$ cat config.mk
export PLATFORM = sky130hd
export DESIGN_NAME = pal_write_port
export DESIGN_NICKNAME = d
export VERILOG_FILES = /design/src/rtl/palw_pkg.sv /design/src/rtl/palw_seq.sv /design/src/rtl/palw_store.sv /design/src/rtl/pal_write_port.sv
export SDC_FILE = /design/constraint.sdc
export NUM_CORES = 2
export LEC_CHECK = 0
export ABC_AREA = 1
export BUFFER_PORTS_ARGS = -buffer_cell sky130_fd_sc_hd__buf_2
export CORE_AREA = 2 2 573 575
export DETAILED_ROUTE_END_ITERATION = 8
export DIE_AREA = 0 0 575 577
export PLACE_DENSITY = 0.65
export SETUP_SLACK_MARGIN = 0.2
export SLEW_MARGIN = 25
export SYNTH_ARGS = -nofsm -noshare
export SYNTH_HDL_FRONTEND = slang
export SYNTH_SLANG_ARGS = --single-unit
$ cat constraint.sdc
create_clock -name clk -period 18.5 [get_ports clk]
set_input_delay 0.925 -clock clk [delete_from_list [all_inputs] [get_ports clk]]
set_output_delay 0.925 -clock clk [all_outputs]
set_load 0.02 [all_outputs]
$ cat src/rtl/palw_pkg.sv
package palw_pkg;
  parameter int unsigned PTR_W  = 8;
  parameter int unsigned CHAN_W = 5;
  parameter int unsigned BYTE_W = 8;

  typedef enum logic {
    HALF_LO = 1'b0,
    HALF_HI = 1'b1
  } half_e;
endpackage

$ cat src/rtl/palw_seq.sv
module palw_seq
  import palw_pkg::*;
#(
  parameter int unsigned PTR_W = palw_pkg::PTR_W
) (
  input  logic             clk,
  input  logic             rst,
  input  logic             idx_wr,
  input  logic [PTR_W-1:0] idx_in,
  input  logic             byte_wr,
  output logic             req_valid,
  output logic [PTR_W-1:0] req_ptr,
  output logic             req_high
);
  logic [PTR_W-1:0] ptr_q;
  half_e            half_q;

  assign req_valid = byte_wr && !idx_wr;
  assign req_ptr   = ptr_q;
  assign req_high  = (half_q == HALF_HI);

  always_ff @(posedge clk) begin
    if (rst) begin
      ptr_q  <= '0;
      half_q <= HALF_LO;
    end else if (idx_wr) begin
      ptr_q  <= idx_in;
      half_q <= HALF_LO;
    end else if (byte_wr) begin
      half_q <= (half_q == HALF_HI) ? HALF_LO : HALF_HI;
      if (half_q == HALF_HI) ptr_q <= ptr_q + 1'b1;
    end
  end

  // every accepted data byte flips the phase
  assert_phase_flip_R4: assert property (@(posedge clk) disable iff (rst)
    (byte_wr && !idx_wr) |=> (half_q != $past(half_q)));

  // low-phase byte keeps the pointer
  assert_ptr_hold_R2: assert property (@(posedge clk) disable iff (rst)
    (byte_wr && !idx_wr && half_q == HALF_LO) |=> (ptr_q == $past(ptr_q)));

  // high-phase byte advances the pointer modulo its width
  assert_ptr_step_R3: assert property (@(posedge clk) disable iff (rst)
    (byte_wr && !idx_wr && half_q == HALF_HI) |=> (ptr_q == PTR_W'($past(ptr_q) + 1'b1)));

  // pointer load wins and clears the phase
  assert_ptr_load_R7: assert property (@(posedge clk) disable iff (rst)
    idx_wr |=> (ptr_q == $past(idx_in) && half_q == HALF_LO));
endmodule

$ cat src/rtl/palw_store.sv
module palw_store #(
  parameter int unsigned PTR_W  = 8,
  parameter int unsigned COL_W  = 15,
  parameter int unsigned BYTE_W = 8
) (
  input  logic              clk,
  input  logic              rst,
  input  logic              req_valid,
  input  logic [PTR_W-1:0]  req_ptr,
  input  logic              req_high,
  input  logic [BYTE_W-1:0] req_data,
  output logic              chg_valid,
  output logic [PTR_W-1:0]  chg_index,
  output logic [COL_W-1:0]  chg_color
);
  localparam int unsigned DEPTH = 1 << PTR_W;
  localparam int unsigned HI_W  = COL_W - BYTE_W;

  logic [COL_W-1:0] table_q [DEPTH];

  logic              a_valid;
  logic [PTR_W-1:0]  a_ptr;
  logic              a_high;
  logic [BYTE_W-1:0] a_data;
  logic              a_fwd;
  logic [COL_W-1:0]  rd_q;
  logic [COL_W-1:0]  last_q;

  logic [COL_W-1:0]  old_val;
  logic [COL_W-1:0]  new_val;
  logic              wr_en;

  initial begin
    for (int i = 0; i < DEPTH; i++) table_q[i] = '0;
  end

  // stage A: capture request and read the addressed entry
  always_ff @(posedge clk) begin
    if (rst) begin
      a_valid <= 1'b0;
      a_fwd   <= 1'b0;
    end else begin
      a_valid <= req_valid;
      a_fwd   <= wr_en && (a_ptr == req_ptr);
    end
    a_ptr  <= req_ptr;
    a_high <= req_high;
    a_data <= req_data;
  end

  // stage B: merge byte, compare, write back
  always_comb begin
    old_val = a_fwd ? last_q : rd_q;
    if (a_high) new_val = {a_data[HI_W-1:0], old_val[BYTE_W-1:0]};
    else        new_val = {old_val[COL_W-1:BYTE_W], a_data};
    wr_en = a_valid && !rst && (new_val != old_val);
  end

  always_ff @(posedge clk) begin
    if (wr_en) table_q[a_ptr] <= new_val;
    rd_q <= table_q[req_ptr];
  end

  always_ff @(posedge clk) begin
    if (rst) chg_valid <= 1'b0;
    else     chg_valid <= wr_en;
    last_q    <= new_val;
    chg_index <= a_ptr;
    chg_color <= new_val;
  end

  // a pulse needs a request in the cycle before
  assert_pulse_cause_R8: assert property (@(posedge clk) disable iff (rst)
    chg_valid |-> $past(a_valid));

  // the high half carries the 7 low data bits
  assert_high_half_R3: assert property (@(posedge clk) disable iff (rst)
    (chg_valid && $past(a_high)) |-> (chg_color[COL_W-1:BYTE_W] == $past(a_data[HI_W-1:0])));

  // the low half carries the full data byte
  assert_low_half_R2: assert property (@(posedge clk) disable iff (rst)
    (chg_valid && !$past(a_high)) |-> (chg_color[BYTE_W-1:0] == $past(a_data)));
endmodule

$ cat src/rtl/pal_write_port.sv
module pal_write_port
  import palw_pkg::*;
#(
  parameter int unsigned PTR_W  = palw_pkg::PTR_W,
  parameter int unsigned CHAN_W = palw_pkg::CHAN_W,
  parameter int unsigned BYTE_W = palw_pkg::BYTE_W
) (
  input  logic                clk,
  input  logic                rst,
  input  logic                idx_wr,
  input  logic [PTR_W-1:0]    idx_in,
  input  logic                byte_wr,
  input  logic [BYTE_W-1:0]   byte_in,
  output logic                chg_valid,
  output logic [PTR_W-1:0]    chg_index,
  output logic [3*CHAN_W-1:0] chg_color,
  output logic [CHAN_W-1:0]   chg_red,
  output logic [CHAN_W-1:0]   chg_green,
  output logic [CHAN_W-1:0]   chg_blue
);
  localparam int unsigned COL_W = 3 * CHAN_W;

  logic             req_valid;
  logic [PTR_W-1:0] req_ptr;
  logic             req_high;
  logic [CHAN_W-1:0] chan [3];

  palw_seq #(.PTR_W(PTR_W)) u_seq (
    .clk      (clk),
    .rst      (rst),
    .idx_wr   (idx_wr),
    .idx_in   (idx_in),
    .byte_wr  (byte_wr),
    .req_valid(req_valid),
    .req_ptr  (req_ptr),
    .req_high (req_high)
  );

  palw_store #(.PTR_W(PTR_W), .COL_W(COL_W), .BYTE_W(BYTE_W)) u_store (
    .clk      (clk),
    .rst      (rst),
    .req_valid(req_valid),
    .req_ptr  (req_ptr),
    .req_high (req_high),
    .req_data (byte_in),
    .chg_valid(chg_valid),
    .chg_index(chg_index),
    .chg_color(chg_color)
  );

  // channel split: 0 = red (low bits), 1 = green, 2 = blue (high bits)
  for (genvar g = 0; g < 3; g++) begin : g_chan
    assign chan[g] = chg_color[g*CHAN_W +: CHAN_W];
  end

  assign chg_red   = chan[0];
  assign chg_green = chan[1];
  assign chg_blue  = chan[2];

  // channels follow the registered colour while a pulse is shown
  assert_blue_top_R5: assert property (@(posedge clk) disable iff (rst)
    chg_valid |-> (chg_blue == $past(u_store.new_val[COL_W-1 -: CHAN_W])));
endmodule

# --- Word level (Yosys, flattened, before mapping) ---
# Memories as Yosys holds them, arrays and structs flattened. A register that Yosys moved wholly into a read port is not among the register bits.
# Cells that the tools add are included.
totals:
  n_memories: 1
  word_cells: 32
  out_inout_bits: 39
  ram_bits: 3840
  inputBits: 20
  ff_bits: 52
classes:
  n_addsub: 1
  n_mux: 8
  n_eq_ne: 2
  n_reduce_logical: 10
mem_list:
  columns: ["memory", "words", "width", "read_ports", "rd_clocked_by_memory_dff", "wr", "line", "source"]
  rows:
  - ["u_store.table_q", 256, 15, 1, 1, 1, "palw_store.sv:19", "logic [COL_W-1:0] table_q [DEPTH];"]
ops:
  columns: ["operator", "n"]
  rows:
  - ["$mux W15", 2]
  - ["$mux W8", 3]
  - ["$ne A15 B15 Y1", 1]
  - ["$add A8 B1 Y8 const B", 1]
  - ["$eq A8 B8 Y1", 1]
  - ["$logic_and A1 B1 Y1", 4]
  - ["$reduce_bool A2 Y1", 2]
  - ["$mux W1", 3]
  - ["$logic_not A1 Y1", 2]
  - ["$reduce_and A2 Y1", 1]
  - ["$reduce_or A2 Y1", 1]

# --- Depth between registers and ports, before layout ---
depth:
  word_depth: 6
  mapped_depth: 18
  depth_no_buf: 15

# --- Hierarchy ---
# A second synthesis with hierarchy kept.
hier_totals:
  hier_cells: 13064
  hier_area_um2: 156518.9
by_module_without_submodules:
  columns: ["module", "area_each_um2", "seq_area_each_um2", "cells_each", "instances"]
  rows:
  - ["palw_store", 155837.0, 116471.7, 12965, 1]
  - ["palw_seq", 569.3, 180.2, 84, 1]
  - ["pal_write_port", 112.6, 0.0, 15, 1]

# --- Worst setup path before layout ---
# OpenSTA, ideal clock, no wires.
synth_path:
  path_type: "reg-to-reg"
  start: "reg u_store.a_high"
  end: "mem u_store.table_q[0][12] (data pin)"
  n_path_buf: 2
  synth_period_minus_slack_ns: 12.764
  arrival_time_ns: 10.569
  setup_slack_ns: 5.736
  setup_ns: 2.194
  path_stages_with_launch: 5
  t_required_ns: 16.306
  cell_sequence: "dfxtp_1 buf_2 inv_2 buf_6 o21ai_0"
synth_between:
  elab_chain_cells: 1
synth_lines:
  columns: ["element", "line", "source"]
  rows:
  - ["from (decl)", "palw_store.sv:23", "logic a_high;"]
  - ["from (signal assigned)", "palw_store.sv:47", "a_high <= req_high;"]
  - ["$mux W15", "palw_store.sv:54", "if (a_high) new_val = {a_data[HI_W-1:0], old_val[BYTE_W-1:0]};"]
  - ["net u_store.new_val[12]", "palw_store.sv:30", "logic [COL_W-1:0] new_val;"]
  - ["to (decl)", "palw_store.sv:19", null]
# The timed path passes the listed nets, and every way through them passes these cells.

==> summary.md <==
| Metric | Value |
|---|---|
| Yosys top cell by area | `edfxtp_1` |
| CTS H-Tree Depth | `5` |
| First-pass GRT wire length | `688900 µm` |
| Die Wd | `575 µm` |
| Commonest non-fill, non-tap cell in the layout | `nand2_1` |
| Share of layout cells above drive strength 1 | `0.07338` |
| Seq/Total Area, Yosys | `0.7188` |
| Status | `finished, final reports clean` |
| Crit share post-route | `0.3351` |
| Syn_area_per_cell | `10.97 µm²` |
| Starting Density | `0.4981` |
| Worst path required time | `19.34 ns` |
| Nets@finish | `14728` |
| Critical path buffer and inverter count | `5` |
| Via count | `108971` |
| Root Buffer | `clkbuf_16` |
| Gr usage total | `0.2803` |
| CP Class | `register to register` |
| Post-CTS Resized | `0` |
| FMAX | `161.3 MHz` |
| Post-DP HPWL | `259400 µm` |
| Crit path capture type | `register` |
| Pwr dens | `110.1 nW/µm²` |
| Routability cong. | `0.9504` |
| Total global routing overflow | `0` |
| RSZ-0062 raised after global routing | `no` |
| Warnings, synthesis | `0` |
| IO Count | `59` |
| TritonCTS clock tree | `yes` |
| WL final | `473000 µm` |
| Via-to-Cell Ratio | `5.625` |
| ANT nets after route | `0` |
| Min-Delay Path Class | `input port to register` |
| CP max stage cell | `buf_4` |
| CTS buffer count | `389` |
| Most frequent CP cell | `nand2_1` |
| Worst path max stage delay | `0.87 ns` |
| Post-synth net total | `14816` |
| Clock buffer depth | `4` |
| CTS clock-pin slew for the worst setup and hold paths | `0.06 ns` |
| Arr. time, crit path | `7.04 ns` |
| Area grow syn2layout | `10.86%` |
| DR pass1 iterations | `6` |
| Largest net degree at the start of global routing | `185` |
| Final setup violation count | `0` |
| WL per Instance | `24.41 µm` |
| Die ar. | `331800 µm²` |
| Die Span Y | `577 µm` |
| Top Family by Delay on Critical Path | `buffers and inverters` |
| Fill cell count | `26983` |
| IO Port Bufs | `58` |
| Rows | `210` |
| Post-synth top area share | `0.7105` |
| Most frequent cells in the layout | `nand2_1 (3866), edfxtp_1 (3840), nor2_1 (1988)` |
| Hold Slack | `0.06691 ns` |
| Clk sinks | `3907` |
| Leakage | `67.58 nW` |
| Clock latency on the worst-skew pair | `0.97 ns` |
| Syn Std Cell Area | `162300 µm²` |
| Initial DRC count | `15194` |
| DR DRC count | `0` |
| CP max FO | `162` |
| Vias in the first global route | `101509` |
| Slew Limit Headroom | `0.2516` |
| Core area | `325800 µm²` |
| Seq cells post-synth | `3907` |
| CP startpoint kind | `register` |
| Max-Cap Viols | `0` |
| Post-CTS setup buffer count | `0` |
| Max IR drop VDD | `78.42 µV` |
| Pins Over Slew Limit | `0` |
| Cells along the critical path | `buf_12 -> buf_4 -> buf_12 -> buf_4 -> buf_4 -> nand2_1 -> nand3_1 -> nand3_1 -> nand3_1 -> nand2_1 -> nand2_1 -> nand2_1 -> nor2_1 -> nand2_1 -> nand3_1 -> nand2_1` |
| Clock skew | `0.05661 ns` |
| Cell count after synthesis | `14795` |
| Fin. Hold Viols | `0` |
| Post-layout min period | `6.199 ns` |
| Unique cell type count in the Yosys netlist | `34` |
| Initial antenna violation count | `19` |
| Design Power | `19.81 mW` |
| Synth area leaders | `edfxtp_1 (71%), nand2_1 (9.0%), nor2_1 (4.8%)` |
| Fin Setup TNS | `0 ns` |
| Cts hold-fix bufs | `0` |
| Slew at the pin closest to its max-slew limit | `1.120 ns` |
[final cells by class]
type                            count  area, µm²  area share
Sequential cell                  3907     116700      0.6485
Multi-Input combinational cell   8814      37910      0.2107
Clock buffer                      506      10560     0.05869
Tap cell                         4346       5438     0.03022
Inverter                         1205       4561     0.02535
Timing Repair Buffer              390       3077     0.01710
Clock inverter                    195       1684    0.009361
Antenna cell                        9      22.52   0.0001252
[final timing paths]
check                                 startpoint                   end  slack, ns  cells past startpoint
worst max-delay path            u_seq.req_ptr[0]      u_store.rd_q[12]      12.30                     16
worst min-delay path                  byte_in[0]     u_store.a_data[0]       0.07                      1
worst max register to register  u_seq.req_ptr[0]      u_store.rd_q[12]      12.30                     16
worst min register to register  u_store.a_ptr[2]  u_store.chg_index[2]       0.46                      0
[cell families (layout without fill, tap and decap cells)]
logic type,count (synthesis),count (layout),synth area share
and+or+nand+nor,7412,7412,0.1832
DFF,3907,3907,0.7188
buffers and inverters,2074,2296,0.05208
AOI/OAI and AO/OA,1392,1392,0.04543
xor gates and xnor gates,9,9,0.0004857
adders and majority gates,1,1,0.00007708
other,0,9,0
[cells in the mapped netlist, drive strengths merged]
library cell / instances
and3: 10
clkinv: 5
xnor2: 8
xor2: 1
nand3: 1371
nand2: 3895
nand3b: 2
ha: 1
edfxtp: 3840
inv: 1200
a22oi: 1
a21oi: 195
dfxtp: 67
nor2: 2083
o22ai: 1
o21ai: 1033
nand4: 7
o211ai: 156
clkbuf: 362
nor3: 34
a21boi: 1
buf: 507
a31oi: 5
or2: 10
[state kept, by name, summed over array words and instances (netlist names)]
| name | cells |
|---|---|
| u_seq.req_high | 1 |
| u_seq.req_ptr | 8 |
| u_store.a_data | 8 |
| u_store.a_fwd | 1 |
| u_store.a_high | 1 |
| u_store.a_ptr | 8 |
| u_store.a_valid | 1 |
| u_store.chg_color | 15 |
| u_store.chg_index | 8 |
| u_store.chg_valid | 1 |
| u_store.rd_q | 15 |
| u_store.table_q | 3840 |
[power by group]
group / switching [mW] / leakage [nW] / internal [mW]
clock network: 3.33 / 5.97 / 4.38
registers: 0.0514 / 35.0 / 10.1
logic: 1.57 / 26.6 / 0.350
[metrics by stage]
step | instances | cell area [µm²] | setup slack [ns] | util
after global placement | 18658 | 167500 | 12.64 | 0.5140
after CTS | 19359 | 179700 | 12.62 | 0.5517
after floorplan | 14795 | 162300 | 5.736 | -
after global routing | 19364 | 179900 | 12.03 | 0.5521
final | 19372 | 179900 | 12.30 | 0.5522
after detailed placement | 18658 | 167500 | 12.62 | 0.5141
[layer usage]
| metal | GRT usage | routed length [µm] | share of wire |
|---|---|---|---|
| met5 | 0 | 100 | 0.00021 |
| met4 | 0.1178 | 22620 | 0.048 |
| met3 | 0.05622 | 49060 | 0.10 |
| met2 | 0.4301 | 213000 | 0.45 |
| met1 | 0.3917 | 188100 | 0.40 |
No activity file was read; power rests on OpenSTA's default activity.
